$ cat src/rtl/cwd_pkg.sv
// Shared sizes for the core word decoder.
// Assumes the fixed geometry of 4-line-pair decoders with a direction input.
package cwd_pkg;
    localparam int ADDR_W   = 13;              // A13..A01
    localparam int DEC_OUT  = 8;               // lines per decoder slice
    localparam int PAIR_W   = 2;               // pair select bits
    localparam int Y_SW_DEC = 2;
    localparam int Y_DR_DEC = 2;
    localparam int X_SW_DEC = 4;
    localparam int X_DR_DEC = 2;
endpackage

$ cat src/rtl/cwd_addr_reg.sv
// Word address register. It loads on the clock edge when the capture
// enable is high and has only a synchronous clear. In 4K mode the top
// bit is forced to zero. Bit k of q holds address bit A(k+1).
module cwd_addr_reg
    import cwd_pkg::*;
(
    input  logic              clk,
    input  logic              rst_n,
    input  logic              cap_en,
    input  logic              mode_8k,
    input  logic [13:2]       bus_addr,
    input  logic              a01,
    output logic [ADDR_W-1:0] q
);
    logic top_bit;

    // Pick the source of A13 according to the stack size.
    always_comb top_bit = mode_8k ? bus_addr[13] : 1'b0;

    // Capture the word address; no asynchronous set or clear.
    always_ff @(posedge clk) begin
        if (!rst_n)
            q <= '0;
        else if (cap_en)
            q <= {top_bit, bus_addr[12:2], a01};
    end


    hold_chk: assert property (@(posedge clk) disable iff (!rst_n)
        !cap_en |=> $stable(q));

    small_top_chk: assert property (@(posedge clk) disable iff (!rst_n)
        (cap_en && !mode_8k) |=> !q[ADDR_W-1]);
endmodule

$ cat src/rtl/cwd_gate.sv
// Strobe and block-enable network. It forms the switch and driver
// strobes from the direction flag and the timing strobes, then qualifies
// the block-select bits with them. All block enables are active low.
module cwd_gate
    import cwd_pkg::*;
(
    input  logic                clk,
    input  logic                rst_n,
    input  logic                rd,
    input  logic                t_rd,
    input  logic                t_wr,
    input  logic                a03,
    input  logic                a06,
    input  logic                a09,
    input  logic [1:0]          a13_12,
    output logic [Y_SW_DEC-1:0] ysw_blk_n,
    output logic [Y_DR_DEC-1:0] ydr_blk_n,
    output logic [X_SW_DEC-1:0] xsw_blk_n,
    output logic [X_DR_DEC-1:0] xdr_blk_n
);
    logic sw_en, dr_en;

    // Switch strobe follows the timing of the current direction.
    always_comb sw_en = (rd & t_rd) | (~rd & t_wr);
    // Driver strobe uses the opposite timing pairing.
    always_comb dr_en = (rd & t_wr) | (~rd & t_rd);

    generate
        for (genvar k = 0; k < Y_SW_DEC; k++) begin : g_ysw
            // Y switch slice k enabled when A06 equals k.
            always_comb ysw_blk_n[k] = ~(sw_en & (a06 == k[0]));
        end
        for (genvar k = 0; k < Y_DR_DEC; k++) begin : g_ydr
            // Y driver slice k enabled when A03 equals k.
            always_comb ydr_blk_n[k] = ~(dr_en & (a03 == k[0]));
        end
        for (genvar k = 0; k < X_SW_DEC; k++) begin : g_xsw
            // X switch slice k enabled for one A13/A12 combination.
            always_comb xsw_blk_n[k] = ~(sw_en & (a13_12 == k[1:0]));
        end
        for (genvar k = 0; k < X_DR_DEC; k++) begin : g_xdr
            // X driver slice k enabled when A09 equals k.
            always_comb xdr_blk_n[k] = ~(dr_en & (a09 == k[0]));
        end
    endgenerate


    idle_chk: assert property (@(posedge clk) disable iff (!rst_n)
        (!t_rd && !t_wr) |-> (&ysw_blk_n && &ydr_blk_n && &xsw_blk_n && &xdr_blk_n));

    sw_blk_chk: assert property (@(posedge clk) disable iff (!rst_n)
        $onehot0(~xsw_blk_n) && $onehot0(~ysw_blk_n));
endmodule

$ cat src/rtl/cwd_dec8.sv
// One-of-eight decoder slice. When the active-low block select is low,
// exactly the line {rd_n, sel} is driven low. Otherwise all lines are high.
module cwd_dec8
    import cwd_pkg::*;
(
    input  logic [PAIR_W-1:0]  sel,
    input  logic               rd_n,
    input  logic               blk_n,
    output logic [DEC_OUT-1:0] out_n
);
    // Drive the addressed line low when the slice is enabled.
    always_comb begin
        out_n = '1;
        if (!blk_n)
            out_n[{rd_n, sel}] = 1'b0;
    end
endmodule

$ cat src/rtl/core_word_decoder.sv
// Top of the core word line decoder: address register, strobe gating and
// one decoder slice per switch or driver block on each axis. Outputs are
// combinational from the register and the direction and timing inputs.
module core_word_decoder
    import cwd_pkg::*;
(
    input  logic                         clk,
    input  logic                         rst_n,
    input  logic                         cap_en,
    input  logic [13:2]                  bus_addr,
    input  logic                         a01,
    input  logic                         mode_8k,
    input  logic                         rd,
    input  logic                         t_rd,
    input  logic                         t_wr,
    output logic [Y_SW_DEC*DEC_OUT-1:0]  y_sw_n,
    output logic [Y_DR_DEC*DEC_OUT-1:0]  y_drv_n,
    output logic [X_SW_DEC*DEC_OUT-1:0]  x_sw_n,
    output logic [X_DR_DEC*DEC_OUT-1:0]  x_drv_n
);
    logic [ADDR_W-1:0]   aq;
    logic [Y_SW_DEC-1:0] ysw_blk_n;
    logic [Y_DR_DEC-1:0] ydr_blk_n;
    logic [X_SW_DEC-1:0] xsw_blk_n;
    logic [X_DR_DEC-1:0] xdr_blk_n;
    logic                rd_n;

    // Direction input shared by every decoder slice.
    always_comb rd_n = ~rd;

    cwd_addr_reg u_areg (
        .clk(clk), .rst_n(rst_n), .cap_en(cap_en), .mode_8k(mode_8k),
        .bus_addr(bus_addr), .a01(a01), .q(aq)
    );

    cwd_gate u_gate (
        .clk(clk), .rst_n(rst_n), .rd(rd), .t_rd(t_rd), .t_wr(t_wr),
        .a03(aq[2]), .a06(aq[5]), .a09(aq[8]), .a13_12(aq[12:11]),
        .ysw_blk_n(ysw_blk_n), .ydr_blk_n(ydr_blk_n),
        .xsw_blk_n(xsw_blk_n), .xdr_blk_n(xdr_blk_n)
    );

    generate
        for (genvar k = 0; k < Y_SW_DEC; k++) begin : g_ysw
            cwd_dec8 u_dec (.sel(aq[1:0]), .rd_n(rd_n), .blk_n(ysw_blk_n[k]),
                            .out_n(y_sw_n[k*DEC_OUT +: DEC_OUT]));
        end
        for (genvar k = 0; k < Y_DR_DEC; k++) begin : g_ydr
            cwd_dec8 u_dec (.sel(aq[4:3]), .rd_n(rd_n), .blk_n(ydr_blk_n[k]),
                            .out_n(y_drv_n[k*DEC_OUT +: DEC_OUT]));
        end
        for (genvar k = 0; k < X_SW_DEC; k++) begin : g_xsw
            cwd_dec8 u_dec (.sel(aq[7:6]), .rd_n(rd_n), .blk_n(xsw_blk_n[k]),
                            .out_n(x_sw_n[k*DEC_OUT +: DEC_OUT]));
        end
        for (genvar k = 0; k < X_DR_DEC; k++) begin : g_xdr
            cwd_dec8 u_dec (.sel(aq[10:9]), .rd_n(rd_n), .blk_n(xdr_blk_n[k]),
                            .out_n(x_drv_n[k*DEC_OUT +: DEC_OUT]));
        end
    endgenerate


    one_line_chk: assert property (@(posedge clk) disable iff (!rst_n)
        $onehot0(~y_sw_n) && $onehot0(~y_drv_n) && $onehot0(~x_sw_n) && $onehot0(~x_drv_n));

    sw_fire_chk: assert property (@(posedge clk) disable iff (!rst_n)
        ((rd && t_rd) || (!rd && t_wr)) |-> ($countones(~y_sw_n) == 1 && $countones(~x_sw_n) == 1));

    drv_fire_chk: assert property (@(posedge clk) disable iff (!rst_n)
        ((rd && t_wr) || (!rd && t_rd)) |-> ($countones(~y_drv_n) == 1 && $countones(~x_drv_n) == 1));
endmodule

$ cat config.mk
export PLATFORM = sky130hd
export DESIGN_NAME = core_word_decoder
export DESIGN_NICKNAME = d
export VERILOG_FILES = /design/src/rtl/cwd_pkg.sv /design/src/rtl/cwd_addr_reg.sv /design/src/rtl/cwd_gate.sv /design/src/rtl/cwd_dec8.sv /design/src/rtl/core_word_decoder.sv
export SDC_FILE = /design/constraint.sdc
export NUM_CORES = 1
export LEC_CHECK = 0
export CAP_MARGIN = 20
export CORE_UTILIZATION = 30
export CTS_BUF_LIST = sky130_fd_sc_hd__clkbuf_8
export CTS_CLUSTER_SIZE = 40
export DETAILED_ROUTE_END_ITERATION = 8
export GPL_ROUTABILITY_DRIVEN = 0
export PLACE_DENSITY_LB_ADDON = 0.1
export SETUP_SLACK_MARGIN = 0.5
export SLEW_MARGIN = 0
export SYNTH_ARGS = -nofsm -noshare
export SYNTH_HDL_FRONTEND = slang
export SYNTH_SLANG_ARGS = --single-unit
$ cat constraint.sdc
create_clock -name clk -period 1.3 [get_ports clk]
set_input_delay 0.39 -clock clk [delete_from_list [all_inputs] [get_ports clk]]
set_output_delay 0.39 -clock clk [all_outputs]
set_load 0.01 [all_outputs]
==> impl_metrics.py, run 1 <==
metrics = {
    "status": {
        "outcome": "aborted with a tool error",
        "last-stage-reached": "4_1_cts",
        "error_message": "[ERROR DPL-0033] detailed placement checks failed during check placement.",
    },
    "clock_tree": {
        "cts_buffer_depth": 2,
        "postCtsHoldBufs": 0,
        "post_cts_resize_count": 501,
        "ctsRootBufferMaster": "clkbuf_8",
        "cts_post_setup_buffers_inserted": 58,
        "tritoncts_buffer_count": 3,
        "cts.sink_count": 13,
        "number_of_levels_the_h_tree_was_split_into": 1,
    },
    "place": {
        "placed_area_um2": 2830,
        "place_inst": 325,
        "dp.final_hpwl_um": 3370,
        "place_ws_ps": -1230,
        "numPortBuffers": 99,
    },
    "yosys": {
        "cell_area_after_synthesis_um2": 1190,
        "synth_area_leaders": "dfxtp_1 (22%), nand3_1 (19%), nand2_1 (11%), nor2b_1 (11%), mux2i_1 (10%)",
        "synthTopCellsByCount": "nand3_1 (45), nand2_1 (36), nor2b_1 (20), dfxtp_1 (13), mux2i_1 (12)",
        "async_flop_share": 0,
        "synth-seq-area-share": 0.219,
        "yosys_register_bits": 13,
        "yosys_most_used_dff": "dfxtp_1",
        "netlist-cell-type-count": 17,
        "ys_warn_count": 0,
        "synth_most_common_cell": "nand3_1",
        "synth.avg_cell_area_um2": 7.20,
        "synth_top_cell_by_area": "dfxtp_1",
        "syn-instance-count": 165,
        "synth-edff-count": 0,
        "synth_top_area_frac": 0.219,
        "postSynthNetCount": 185,
    },
    "die": {
        "fp-row-count": 22,
        "floorplan.die.height_um": 64.9,
        "floorplan.initialDensity": 0.320,
        "io_pins": 100,
        "chipWidth_um": 64.9,
    },
}
## cells by family after synthesis
family	Yosys count	share of synthesized area
buffers and inverters	11	0.0695
AOI/OAI and AO/OA	1	0.00632
DFF	13	0.219
and+or+nand+nor	127	0.591
muxes	13	0.114
## metrics by stage
| stage | utilization | hold slack (ps) | setup TNS (ps) |
|---|---|---|---|
| global placement | 0.761 | 557 | -88000 |
| detailed placement | 0.761 | 574 | -89950 |
| floorplan | - | 484 | -847 |
==> run 2: changes to the inputs <==
--- a/config.mk
+++ b/config.mk
@@ -6,13 +6,10 @@
 export NUM_CORES = 1
 export LEC_CHECK = 0
 export CAP_MARGIN = 20
-export CORE_UTILIZATION = 30
-export CTS_BUF_LIST = sky130_fd_sc_hd__clkbuf_8
-export CTS_CLUSTER_SIZE = 40
+export CORE_UTILIZATION = 32
 export DETAILED_ROUTE_END_ITERATION = 8
 export GPL_ROUTABILITY_DRIVEN = 0
-export PLACE_DENSITY_LB_ADDON = 0.1
-export SETUP_SLACK_MARGIN = 0.5
+export PLACE_DENSITY_LB_ADDON = 0.15
 export SLEW_MARGIN = 0
 export SYNTH_ARGS = -nofsm -noshare
 export SYNTH_HDL_FRONTEND = slang
==> constraint.sdc (replaced) <==
create_clock -name clk -period 1.69 [get_ports clk]
set_input_delay 0.507 -clock clk [delete_from_list [all_inputs] [get_ports clk]]
set_output_delay 0.507 -clock clk [all_outputs]
set_load 0.01 [all_outputs]
==> impl_metrics.py, run 2 <==
metrics = {
    "status": {
        "outcome": "finished, violations left",
        "failed_checks": "negative setup slack",
    },
    "global_route": {
        "global_route.overflow_total": 0,
        "antenna_found_initial": 0,
        "first_global_vias": 1662,
        "grt_use_total": 0.265,
        "grt_max_degree": 15,
        "grt_first_pass_wirelength_um": 8380,
    },
    "final_layout": {
        "area.growth.synth_to_final_pct": 145,
        "registers_with_the_most_flip_flops": "u_areg.q (13)",
        "largest_register_ffs": 13,
        "post-route-util": 0.845,
        "final_layout_size_suffix_gt1_frac": 0.692,
        "antennaDiodeCount": 0,
        "top_register": "u_areg.q",
        "layout_common_cells": "buf_6 (55), buf_2 (40), nand3_2 (30)",
        "stdcell_count": 348,
        "layout_commonest_cell": "buf_6",
        "fin_nets": 323,
    },
    "clock_tree": {
        "ctsRootBufferMaster": "clkbuf_8",
        "tritoncts": "built",
        "tritoncts_buffer_count": 3,
        "insertion_delay_ps": 240,
        "number_of_levels_the_h_tree_was_split_into": 1,
        "cts_buffer_depth": 2,
        "clkTransAtPathRegs_ps": 50,
        "cts.sink_count": 13,
    },
    "yosys": {
        "postSynthNetCount": 185,
        "yosys_register_bits": 13,
        "synth_top_area_frac": 0.219,
        "netlist-cell-type-count": 17,
        "syn-instance-count": 165,
        "synth-seq-area-share": 0.219,
        "cell_area_after_synthesis_um2": 1190,
        "synth-edff-count": 0,
        "synth.avg_cell_area_um2": 7.20,
        "synth_area_leaders": "dfxtp_1 (22%), nand3_1 (19%), nand2_1 (11%), nor2b_1 (11%), mux2i_1 (10%)",
        "synth_top_cell_by_area": "dfxtp_1",
        "ys_warn_count": 0,
        "synth_most_common_cell": "nand3_1",
        "async_flop_share": 0,
        "yosys_most_used_dff": "dfxtp_1",
        "synthTopCellsByCount": "nand3_1 (45), nand2_1 (36), nor2b_1 (20), dfxtp_1 (13), mux2i_1 (12)",
    },
    "worst_setup_path": {
        "worst-r2r-setup-slack_ps": 800,
        "timing_worst_setup_path_type": "input port to output port",
        "worstPathMaxFanout": 8,
        "crit_path_max_incr_delay_ps": 380,
        "crit_path_top_delay_cell": "mux2_4",
        "worst-endpoint-required_ps": 1180,
        "critical_path.cell_chain": "buf_12, buf_4, mux2_4, nand3_1, buf_2",
        "worst_setup_path_end_kind": "output port",
        "timing.critical_path.arrival_ps": 1430,
        "worstSetupStartpointType": "input port",
    },
    "timing": {
        "maxSlewHeadroom": 0.727,
        "setup_ws_ps": -244,
        "fmax_mhz": 517,
        "final.hold.worst_slack_ps": 532,
        "final_min_period_over_clock_period": 1.14,
        "final_hold_viol_count": 0,
        "skew_ps": 0,
        "finalCriticalPeriod_ps": 1930,
        "grt_setup_unrepaired": "true",
        "max_slew.worst_pin.slew_ps": 409,
        "setup_violators_final": 73,
        "maxSlewViolCount": 0,
    },
    "routing": {
        "vias_per_cell": 5.37,
        "drc": 0,
        "avgRoutedWirePerCell_um": 18.3,
        "first_pass_drt_iterations": 4,
        "route.final.wire_length_um": 6350,
        "initialDrtViolationCount": 147,
        "vias": 1870,
        "final_antenna_net_count": 0,
    },
    "min_path": {
        "hp-class": "register to register",
    },
    "die": {
        "fp.coreArea_um2": 3440,
        "chipWidth_um": 62.9,
        "floorplan.die.height_um": 62.9,
        "die_area_um2": 3960,
        "io_pins": 100,
        "floorplan.initialDensity": 0.345,
        "fp-row-count": 21,
    },
    "job": {
        "maxCapViolCount": 0,
    },
    "place": {
        "place_inst": 314,
        "place_ws_ps": -994,
        "numPortBuffers": 99,
        "dp.final_hpwl_um": 3260,
    },
    "pwr": {
        "ir_worst_vdd_v": 0.000363,
        "p_leak_nw": 1.14,
        "p_per_area_nw_per_um2": 387,
    },
}
-- run 2: routing by layer --
metal,track usage,wire (um)
met2,0.448,3170
met3,0.0803,415
met1,0.318,2500
met5,0,0
met4,0.0756,269
-- run 2: final cells by class --
cell class / count / area, um^2
well taps: 46 / 57.6
flip-flops and latches: 13 / 275
clock buffers: 4 / 45.0
multi-input cells: 144 / 1230
repair buffers: 141 / 1300
fillers: 184 / 534
-- run 2: cell families after synthesis --
| kind of cell | Yosys count | share of synthesized area |
|---|---|---|
| DFF | 13 | 0.219 |
| and+or+nand+nor | 127 | 0.591 |
| muxes | 13 | 0.114 |
| buffers and inverters | 11 | 0.0695 |
| AOI/OAI and AO/OA | 1 | 0.00632 |
-- run 2: metrics by stage --
step           setup TNS (ps)  cell area, um^2  power (W)
6_report                -8820             2910    0.00113
5_1_grt                -10790             2910    0.00118
4_1_cts                 -5790             2420    0.00104
3_5_place_dp           -73130             2290   0.000668
3_3_place_gp           -72280             2290   0.000664
2_1_floorplan               0             1190   0.000517
-- run 2: worst max-delay path: cells and delay by family --
kind,cells,cell delay [ps]
buffers and inverters,3,430
muxes,1,380
and+or+nand+nor,1,110
-- run 2: timing repair --
| item | 4_1_cts | 5_1_grt |
|---|---|---|
| setup buffers | 16 | 8 |
| hold buffers | 0 | 0 |
| endpoints found under the setup margin | 80 | 79 |
| pin swaps | 27 | 19 |
| gates cloned | 5 | 1 |
| gates resized for setup | 405 | 86 |
-- run 2: path summary, 6_finish.rpt --
kind / depth (start not counted) / start / end
max: 5 / rd / x_sw_n[7]
min: 2 / u_areg.q[12] / u_areg.q[12]
max reg2reg: 3 / u_areg.q[1] / u_areg.q[1]
min reg2reg: 2 / u_areg.q[12] / u_areg.q[12]
-- run 2: report_power, final --
part / switching, W / total [W] / leakage, nW / internal [W]
combinational: 0.000228 / 0.000486 / 1.00 / 0.000258
sequential: 0.0000366 / 0.000362 / 0.111 / 0.000326
clock: 0.000111 / 0.000278 / 0.0228 / 0.000167
total: 0.000376 / 0.00113 / 1.14 / 0.000750
Power figures use the tool's default switching activity.
